$ cat src/rtl/uart_bank_pkg.sv
package uart_bank_pkg;
  localparam int DATA_W = 8;
  localparam int ADDR_W = 3;

  localparam logic [ADDR_W-1:0] OFS_DATA = 3'd0;
  localparam logic [ADDR_W-1:0] OFS_DIVH = 3'd1;
  localparam logic [ADDR_W-1:0] OFS_LCTL = 3'd3;
  localparam logic [ADDR_W-1:0] OFS_LSTA = 3'd5;

  localparam int LCTL_BANK = 7;

  localparam int STA_READY = 0;
  localparam int STA_TXOVR = 1;
  localparam int STA_PERR  = 2;
  localparam int STA_FERR  = 3;
  localparam int STA_BRK   = 4;
  localparam int STA_TXEMP = 5;

  typedef struct packed {
    logic              brk;
    logic              ferr;
    logic              perr;
    logic [DATA_W-1:0] data;
  } rx_entry_t;

  function automatic logic [DATA_W-1:0] len_mask(input logic [1:0] sel);
    return 8'hFF >> (2'd3 - sel);
  endfunction
endpackage

$ cat src/rtl/sync_queue.sv
module sync_queue #(
  parameter int WIDTH = 8,
  parameter int DEPTH = 16
) (
  input  logic             clk,
  input  logic             rst,
  input  logic             push,
  input  logic [WIDTH-1:0] din,
  input  logic             pop,
  output logic [WIDTH-1:0] head,
  output logic             empty,
  output logic             full
);
  localparam int PW = $clog2(DEPTH);

  logic [WIDTH-1:0] store [DEPTH];
  logic [PW-1:0]    wr_ptr, rd_ptr;
  logic [PW:0]      used;
  logic             do_push, do_pop;

  assign empty   = (used == '0);
  assign full    = (used == (PW+1)'(DEPTH));
  assign do_push = push && !full;
  assign do_pop  = pop && !empty;
  assign head    = store[rd_ptr];

  always_ff @(posedge clk) begin
    if (do_push) store[wr_ptr] <= din;
  end

  always_ff @(posedge clk) begin
    if (rst) begin
      wr_ptr <= '0;
      rd_ptr <= '0;
      used   <= '0;
    end else begin
      if (do_push) wr_ptr <= wr_ptr + 1'b1;
      if (do_pop)  rd_ptr <= rd_ptr + 1'b1;
      case ({do_push, do_pop})
        2'b10:   used <= used + 1'b1;
        2'b01:   used <= used - 1'b1;
        default: used <= used;
      endcase
    end
  end

  // a push into a full queue without a pop leaves it full and unchanged
  a_r9_full_holds: assert property (@(posedge clk) disable iff (rst)
    (full && push && !pop) |=> (full && $stable(head)));

  // popping an empty queue leaves it empty
  a_r2_empty_pop_noop: assert property (@(posedge clk) disable iff (rst)
    (empty && pop && !push) |=> empty);
endmodule

$ cat src/rtl/baud_divider.sv
module baud_divider #(
  parameter int DIV_W = 16
) (
  input  logic             clk,
  input  logic             rst,
  input  logic [DIV_W-1:0] divisor,
  output logic             tick
);
  logic [DIV_W-1:0] span;
  logic [DIV_W-1:0] cnt;
  logic             div_is_one;

  assign span       = (divisor == '0) ? DIV_W'(1) : divisor;
  assign div_is_one = (span == DIV_W'(1));

  always_ff @(posedge clk) begin
    if (rst) begin
      cnt  <= '0;
      tick <= 1'b0;
    end else if (cnt >= span - 1'b1) begin
      cnt  <= '0;
      tick <= 1'b1;
    end else begin
      cnt  <= cnt + 1'b1;
      tick <= 1'b0;
    end
  end

  // a divisor of zero or one ticks on every cycle
  a_r6_unit_every_cycle: assert property (@(posedge clk) disable iff (rst)
    (div_is_one && $past(div_is_one) && !$past(rst)) |-> tick);

  // with a larger divisor, ticks never come back to back
  a_r6_tick_gap: assert property (@(posedge clk) disable iff (rst)
    (tick && !div_is_one) |=> !tick);
endmodule

$ cat src/rtl/uart_bank_regs.sv
module uart_bank_regs
  import uart_bank_pkg::*;
#(
  parameter int RX_DEPTH = 16,
  parameter int TX_DEPTH = 16
) (
  input  logic              clk,
  input  logic              rst,
  input  logic              bus_rd,
  input  logic              bus_wr,
  input  logic [ADDR_W-1:0] bus_addr,
  input  logic [DATA_W-1:0] bus_wdata,
  output logic [DATA_W-1:0] bus_rdata,
  input  logic              rx_push,
  input  logic [DATA_W-1:0] rx_char,
  input  logic              rx_perr,
  input  logic              rx_ferr,
  input  logic              rx_brk,
  output logic              tx_valid,
  output logic [DATA_W-1:0] tx_data,
  input  logic              tx_take,
  output logic              baud_tick
);
  localparam int ENT_W = $bits(rx_entry_t);
  localparam int DIV_W = 2 * DATA_W;

  logic [DATA_W-1:0] lctl_q, div_lo_q, div_hi_q;
  logic              txovr_q;
  logic              bank;

  logic              rd_data, wr_data, rd_stat;
  logic              rx_empty, rx_full, tx_empty, tx_full;
  logic [ENT_W-1:0]  rx_head_raw;
  rx_entry_t         rx_in, rx_head;
  logic [DATA_W-1:0] rx_shown, status, rd_mux;

  assign bank    = lctl_q[LCTL_BANK];
  assign rd_data = bus_rd && (bus_addr == OFS_DATA) && !bank;
  assign wr_data = bus_wr && (bus_addr == OFS_DATA) && !bank;
  assign rd_stat = bus_rd && (bus_addr == OFS_LSTA);

  assign rx_in = '{brk: rx_brk, ferr: rx_ferr, perr: rx_perr, data: rx_char};

  sync_queue #(.WIDTH(ENT_W), .DEPTH(RX_DEPTH)) u_rxq (
    .clk   (clk),
    .rst   (rst),
    .push  (rx_push),
    .din   (rx_in),
    .pop   (rd_data),
    .head  (rx_head_raw),
    .empty (rx_empty),
    .full  (rx_full)
  );

  sync_queue #(.WIDTH(DATA_W), .DEPTH(TX_DEPTH)) u_txq (
    .clk   (clk),
    .rst   (rst),
    .push  (wr_data),
    .din   (bus_wdata),
    .pop   (tx_take),
    .head  (tx_data),
    .empty (tx_empty),
    .full  (tx_full)
  );

  assign tx_valid = !tx_empty;
  assign rx_head  = rx_empty ? '0 : rx_entry_t'(rx_head_raw);
  assign rx_shown = rx_head.data & len_mask(lctl_q[1:0]);

  always_comb begin
    status            = '0;
    status[STA_READY] = !rx_empty;
    status[STA_TXOVR] = txovr_q;
    status[STA_PERR]  = rx_head.perr;
    status[STA_FERR]  = rx_head.ferr;
    status[STA_BRK]   = rx_head.brk;
    status[STA_TXEMP] = tx_empty;
  end

  always_comb begin
    case (bus_addr)
      OFS_DATA: rd_mux = bank ? div_lo_q : rx_shown;
      OFS_DIVH: rd_mux = bank ? div_hi_q : '0;
      OFS_LCTL: rd_mux = lctl_q;
      OFS_LSTA: rd_mux = status;
      default:  rd_mux = '0;
    endcase
  end

  always_ff @(posedge clk) begin
    if (rst) begin
      lctl_q    <= '0;
      div_lo_q  <= 8'h01;
      div_hi_q  <= '0;
      txovr_q   <= 1'b0;
      bus_rdata <= '0;
    end else begin
      if (bus_rd) bus_rdata <= rd_mux;
      if (bus_wr) begin
        case (bus_addr)
          OFS_DATA: if (bank) div_lo_q <= bus_wdata;
          OFS_DIVH: if (bank) div_hi_q <= bus_wdata;
          OFS_LCTL: lctl_q <= bus_wdata;
          default:  ;
        endcase
      end
      if (wr_data && tx_full)   txovr_q <= 1'b1;
      else if (rd_stat)         txovr_q <= 1'b0;
    end
  end

  baud_divider #(.DIV_W(DIV_W)) u_baud (
    .clk     (clk),
    .rst     (rst),
    .divisor ({div_hi_q, div_lo_q}),
    .tick    (baud_tick)
  );

  // reading received data while the queue is empty returns zero
  a_r2_empty_read_zero: assert property (@(posedge clk) disable iff (rst)
    (rd_data && rx_empty) |=> (bus_rdata == '0));

  // a host write leaves the receive head untouched
  a_r4_write_keeps_rx: assert property (@(posedge clk) disable iff (rst)
    (bus_wr && !bus_rd && !rx_push) |=> ($stable(rx_empty) && $stable(rx_head_raw)));

  // a host read leaves the transmit side untouched
  a_r4_read_keeps_tx: assert property (@(posedge clk) disable iff (rst)
    (bus_rd && !bus_wr && !tx_take) |=> ($stable(tx_valid) && $stable(tx_data)));

  // dropping a byte on a full queue raises the sticky flag
  a_r9_sticky_set: assert property (@(posedge clk) disable iff (rst)
    (wr_data && tx_full) |=> status[STA_TXOVR]);

  // data-ready is clear whenever the head flags must read zero
  a_r8_flags_need_data: assert property (@(posedge clk) disable iff (rst)
    !status[STA_READY] |-> (status[STA_BRK:STA_PERR] == '0));
endmodule

$ cat config.mk
export PLATFORM = sky130hd
export DESIGN_NAME = uart_bank_regs
export DESIGN_NICKNAME = d
export VERILOG_FILES = /design/src/rtl/uart_bank_pkg.sv /design/src/rtl/sync_queue.sv /design/src/rtl/baud_divider.sv /design/src/rtl/uart_bank_regs.sv
export SDC_FILE = /design/constraint.sdc
export NUM_CORES = 1
export LEC_CHECK = 0
export BUFFER_PORTS_ARGS = -buffer_cell sky130_fd_sc_hd__buf_2
export CORE_MARGIN = 4
export CORE_UTILIZATION = 55
export DETAILED_ROUTE_END_ITERATION = 7
export PLACE_DENSITY = 0.74
export SKIP_LAST_GASP = 1
export SYNTH_ARGS = -nofsm -noshare
export SYNTH_HDL_FRONTEND = slang
export SYNTH_HIERARCHICAL = 1
export SYNTH_SLANG_ARGS = --single-unit
$ cat constraint.sdc
create_clock -name clk -period 4.42 [get_ports clk]
set_input_delay 0.442 -clock clk [delete_from_list [all_inputs] [get_ports clk]]
set_output_delay 0.442 -clock clk [all_outputs]
set_load 0.1 [all_outputs]
**Word-level counts from Yosys, hierarchy flattened**

Memory sizes are Yosys's and may differ from the RTL's. A register that Yosys moved wholly into a read port is not among the register bits.
Index checks and enable logic that the tools add are counted.

- Word-level logic and storage cells: 82
- Memory bits (writable): 304
- Bits of input ports: 28
- Bits in registers: 76
- Memories kept: 2
- Output and inout port bits: 18

- Bitwise operators: 1
- Add/subtract/negate cells: 11
- Shifts and indexed selects: 1
- Reductions and logical operators: 26
- Equal/unequal tests: 9
- $lt $le $gt $ge: 1
- Multiplexer cells: 18

Memory list:

| memory | words | width | read ports | clocked after Yosys merged registers in | wr ports | line | RTL |
|---|---|---|---|---|---|---|---|
| u_rxq.store | 16 | 11 | 1 | 1 | 1 | sync_queue.sv:16 | `logic [WIDTH-1:0] store [DEPTH];` |
| u_txq.store | 16 | 8 | 1 | 1 | 1 | sync_queue.sv:16 |  |

Operators by type and width:

| cell | count |
|---|---|
| 8-bit case mux with 4 select lines | 1 |
| 5-bit case mux with 2 select lines | 2 |
| 16-bit by 1-bit adder with 16-bit output, second input constant | 1 |
| 4-bit by 1-bit adder with 4-bit output, second input constant | 4 |
| 16-bit >= comparator | 1 |
| 16-bit logical NOT | 1 |
| 16-bit two-way mux | 1 |
| 4-bit two-way mux | 4 |
| 8-bit two-way mux | 2 |
| 16-bit by 1-bit subtractor with 16-bit output, second input constant | 1 |
| 11-bit two-way mux | 1 |
| 5-bit by 1-bit adder with 5-bit output, second input constant | 2 |
| 5-bit equality test, second input constant | 2 |
| 1-bit logical AND | 10 |
| 5-bit logical NOT | 2 |
| 5-bit by 1-bit subtractor with 5-bit output, second input constant | 2 |
| 8-bit bitwise AND | 1 |
| 8-bit by 2-bit >> shifter with 8-bit output, first input constant | 1 |
| 1-bit two-way mux | 7 |
| 3-bit AND reduction | 2 |
| 2-bit nonzero test | 3 |
| 1-bit logical NOT | 5 |
| 2-bit by 1-bit equality test with 1-bit output, second input constant | 2 |
| 2-bit equality test, second input constant | 2 |
| 7 further kinds | 7 |

**Longest topological paths before layout**

- Word-level depth: 6
- Depth in mapped cells: 14
- Gate-level depth less buffers: 13

**Hierarchy**

Netlist, hierarchy kept.

Modules (own cells, without submodules):

| module | cells each | area each (sq um) | sequential area each (sq um) | times used |
|---|---|---|---|---|
| sync_queue at u_rxq | 403 | 7674.9 | 5625.4 | 1 |
| sync_queue at u_txq | 324 | 5836.8 | 4184.0 | 1 |
| uart_bank_regs | 197 | 1606.5 | 660.6 | 1 |
| baud_divider | 160 | 1418.9 | 340.3 | 1 |

**Worst setup path before layout**

OpenSTA, ideal clock, no wires.

- Path kind: reg2reg
- From: register div_hi_q[1]
- To: register u_baud.cnt[10]
- Data arrival time: 3.228 ns
- Required time: 4.288 ns
- Period minus slack after synthesis: 3.360 ns
- Stages on the path, launching flop included: 15
- Setup time: 0.132 ns
- Buffers on the path: 2
- Path slack: 1.060 ns
- Cells stage by stage: dfxtp_1 > or4_1 > buf_2 > nor4_4 > a21oi_1 > ha_1 > nand4_1 > nor3_1 > xnor2_1 > ha_1 > and4_1 > nand3_1 > o41ai_4 > buf_4 > nor4_1

- Cells in the longest elaborated chain, start to end: 5

RTL lines:

| element | line | RTL |
|---|---|---|
| start, declared | uart_bank_regs.sv:27 | `logic [DATA_W-1:0] lctl_q, div_lo_q, div_hi_q;` |
| start signal, assigned | uart_bank_regs.sv:102 | `OFS_DIVH: if (bank) div_hi_q <= bus_wdata;` |
| 16-bit logical NOT | baud_divider.sv:13 | `assign span = (divisor == '0) ? DIV_W'(1) : divisor;` |
| 16-bit two-way mux (*) | baud_divider.sv:13 |  |
| 16-bit by 1-bit subtractor with 16-bit output (*) | baud_divider.sv:20 | `end else if (cnt >= span - 1'b1) begin` |
| 16-bit >= comparator (*) | baud_divider.sv:20 |  |
| 2-bit OR reduction (no source line) (*) | -- |  |
| end signal, assigned | baud_divider.sv:24 | `cnt <= cnt + 1'b1;` |
| end, declared | baud_divider.sv:10 | `logic [DIV_W-1:0] cnt;` |

Every way passes the cells marked *; elsewhere a longest branch is shown, timed or not.
A chain may end at the register's enable or synchronous reset.

**Worst setup path after layout**

- From: register div_hi_q[1]
- To: register u_baud.cnt[13]

Same word-level chain as after synthesis.

==> flow_summary_export.csv <==
group,metric,value,unit
global_routing,grt_usage,20.7,%
die,io_pins,46,
clocking,cts_resized,0,
critical_path,worstRegToRegCells,13,
yosys,syn_avg_cell_area,15.3,um^2
sta,finalCritPeriodShare,81.8,%
route,wl_per_cell,21.6,um
critical_path,path_common_cell,"ha_1",
hold_path,hold_depth,1,
place,gp_congestion,0.854,
clocking,cts_root_buf,"clkbuf_16",
clocking,ctsHtreeMaxLevel,2,
sta,timing.final.crit_period,3.62,ns
critical_path,slowest_stage,"or4_1",
run,drv_cap,0,
sta,timing.fmax,277,MHz
status,status,"complete, no violations",
critical_path,max_stage_delay,0.68,ns
sta,hold_viol,0,
route,detail-route-antenna-nets,0,
die,rows,63,
clocking,ctsHoldBuffers,0,
sta,relSlewSlack,20.7,%
yosys,synth_nets,1145,
layout,multi_input_area,0.00536,mm^2
layout,syn2layout_area_growth,12.6,%
hold_path,hp-class,"primary input to flop",
clocking,numCtsBuffers,40,
critical_path,cp_num_buf_inv,1,
sta,rsz0062_at_grt,"false",
critical_path,r2r-start,"div_hi_q[1]$_SDFFE_PP0P_",
layout,mostFrequentLayoutCell,"edfxtp_1",
global_routing,grt_pass1_vias,9647,
yosys,syn_area,0.0165,mm^2
critical_path,crit_arrival,4.01,ns
global_routing,grt_max_degree,43,
global_routing,grt-ovfl-total,0,
critical_path,path_depth,13,
layout,fill_cells,2137,
sta,drv_slew,0,
die,coreArea,0.0296,mm^2
clocking,clock_latency,0.55,ns
sta,setup_tns,0,ns
sta,worstMarginPinSlew,1.19,ns
die,die_h,181,um
yosys,yosysWarnings,6,
layout,final_core_util,62.8,%
clocking,cts_tree,"yes",
sta,skew,0.0262,ns
sta,setup_ws,0.804,ns
die,initial_core_util,55.8,%
power_and_ir_drop,p_per_area,456,mW/mm^2
layout,register_area,0.0108,mm^2
critical_path,cp.required,4.81,ns
critical_path,worstPathCellList,"or4_1 > nor4_4 > a21oi_1 > ha_1 > nand4_1 > nor3_1 > xnor2_1 > ha_1 > and4_1 > nand3_1 > o41ai_4 > buf_4 > nor4_1",
route,drtIter0Drc,722,
route,num_vias,9393,
die,die_area,0.0329,mm^2
die,die_x,181,um
place,place_ws,0.839,ns
place,port_buffers,45,
layout,layout_common_cells,"edfxtp_1 (304), nor2_1 (83), dfxtp_1 (81)",
global_routing,grt_pass1_wl,54200,um
route,drc,0,
clocking,cts_setup_buffers,0,
power_and_ir_drop,vdd_drop_max,0.393,mV
hold_path,hold_start,"rx_perr",
power_and_ir_drop,total_power,0.00849,W
critical_path,crit_path_start,"div_hi_q[1]$_SDFFE_PP0P_",
layout,layout-drive-gt1-share,21.2,%
critical_path,crit_type,"flop to flop",
power_and_ir_drop,p_leak,6.20,nW
route,totalWireLength,33700,um
clocking,numClockSinks,388,
critical_path,endpoint_kind,"flop",
route,via_per_inst,6.03,
global_routing,antenna_found_initial,1,
critical_path,path_max_fanout,16,
layout,num_antenna_cells,0,
place,post-dp-hpwl,22100,um
clocking,clockBufferDepth,3,
yosys,syn_inst,1083,
route,dr.pass1.iters,5,
layout,fin_nets,1199,
critical_path,critical_path.top_delay_family,"simple AND/OR/NAND/NOR gates",
clocking,clkTransAtPathRegs,0.06,ns
critical_path,cp-start-kind,"flop",
sta,setup_viol,0,
==> final timing paths <==
kind	end	slack, ns
worst max register to register	u_baud/cnt[13]$_SDFF_PP0_	0.80
worst min register to register	lctl_q[3]$_SDFFE_PP0P_	0.46
worst max-delay path	u_baud/cnt[13]$_SDFF_PP0_	0.80
worst min-delay path	u_rxq/store[5][8]$_DFFE_PP_	0.27
==> per-stage QoR <==
step | instances | hold WS, ns | instance area (um^2)
final | 1559 | 0.273 | 18600
after global routing | 1559 | 0.280 | 18600
after global placement | 1485 | 0.448 | 17200
after CTS | 1559 | 0.259 | 18600
after detailed placement | 1485 | 0.457 | 17200
after floorplan | 1083 | 0.437 | 16500
==> metal layers <==
| layer | GRT usage, % | up-vias | part of all wire [%] |
|---|---|---|---|
| li1 | - | 4345 | - |
| met1 | 28.1 | 4706 | 41 |
| met2 | 34.9 | 282 | 50 |
| met3 | 3.93 | 58 | 6.1 |
| met4 | 5.43 | 2 | 2.3 |
| met5 | 0 | - | 0.039 |
==> area by class of cell <==
class	instances	area share, %
sequential	388	58.1
multi-input combinational	613	28.8
clock buffer	52	5.95
tap	390	2.62
timing repair buffer	71	2.26
clock inverter	22	1.83
inverter	23	0.464
==> flip-flops by register name, indices dropped and copies added (netlist names), named ones only <==
register and cells:
bus_rdata 8, div_hi_q 8, div_lo_q 8, lctl_q 8, txovr_q 1, u_baud/cnt 16
u_baud/tick 1, u_rxq/rd_ptr 4, u_rxq/store 176, u_rxq/used 5, u_rxq/wr_ptr 4, u_txq/rd_ptr 4
u_txq/store 128, u_txq/used 5, u_txq/wr_ptr 4
==> where the power goes <==
| part | switching (W) | internal (W) | leakage (nW) |
|---|---|---|---|
| Sequential | 0.0000729 | 0.00398 | 3.42 |
| Clock | 0.00139 | 0.00221 | 0.703 |
| Combinational | 0.000540 | 0.000297 | 2.07 |
| Total | 0.00200 | 0.00648 | 6.20 |
No activity file was read; power rests on OpenSTA's default activity.
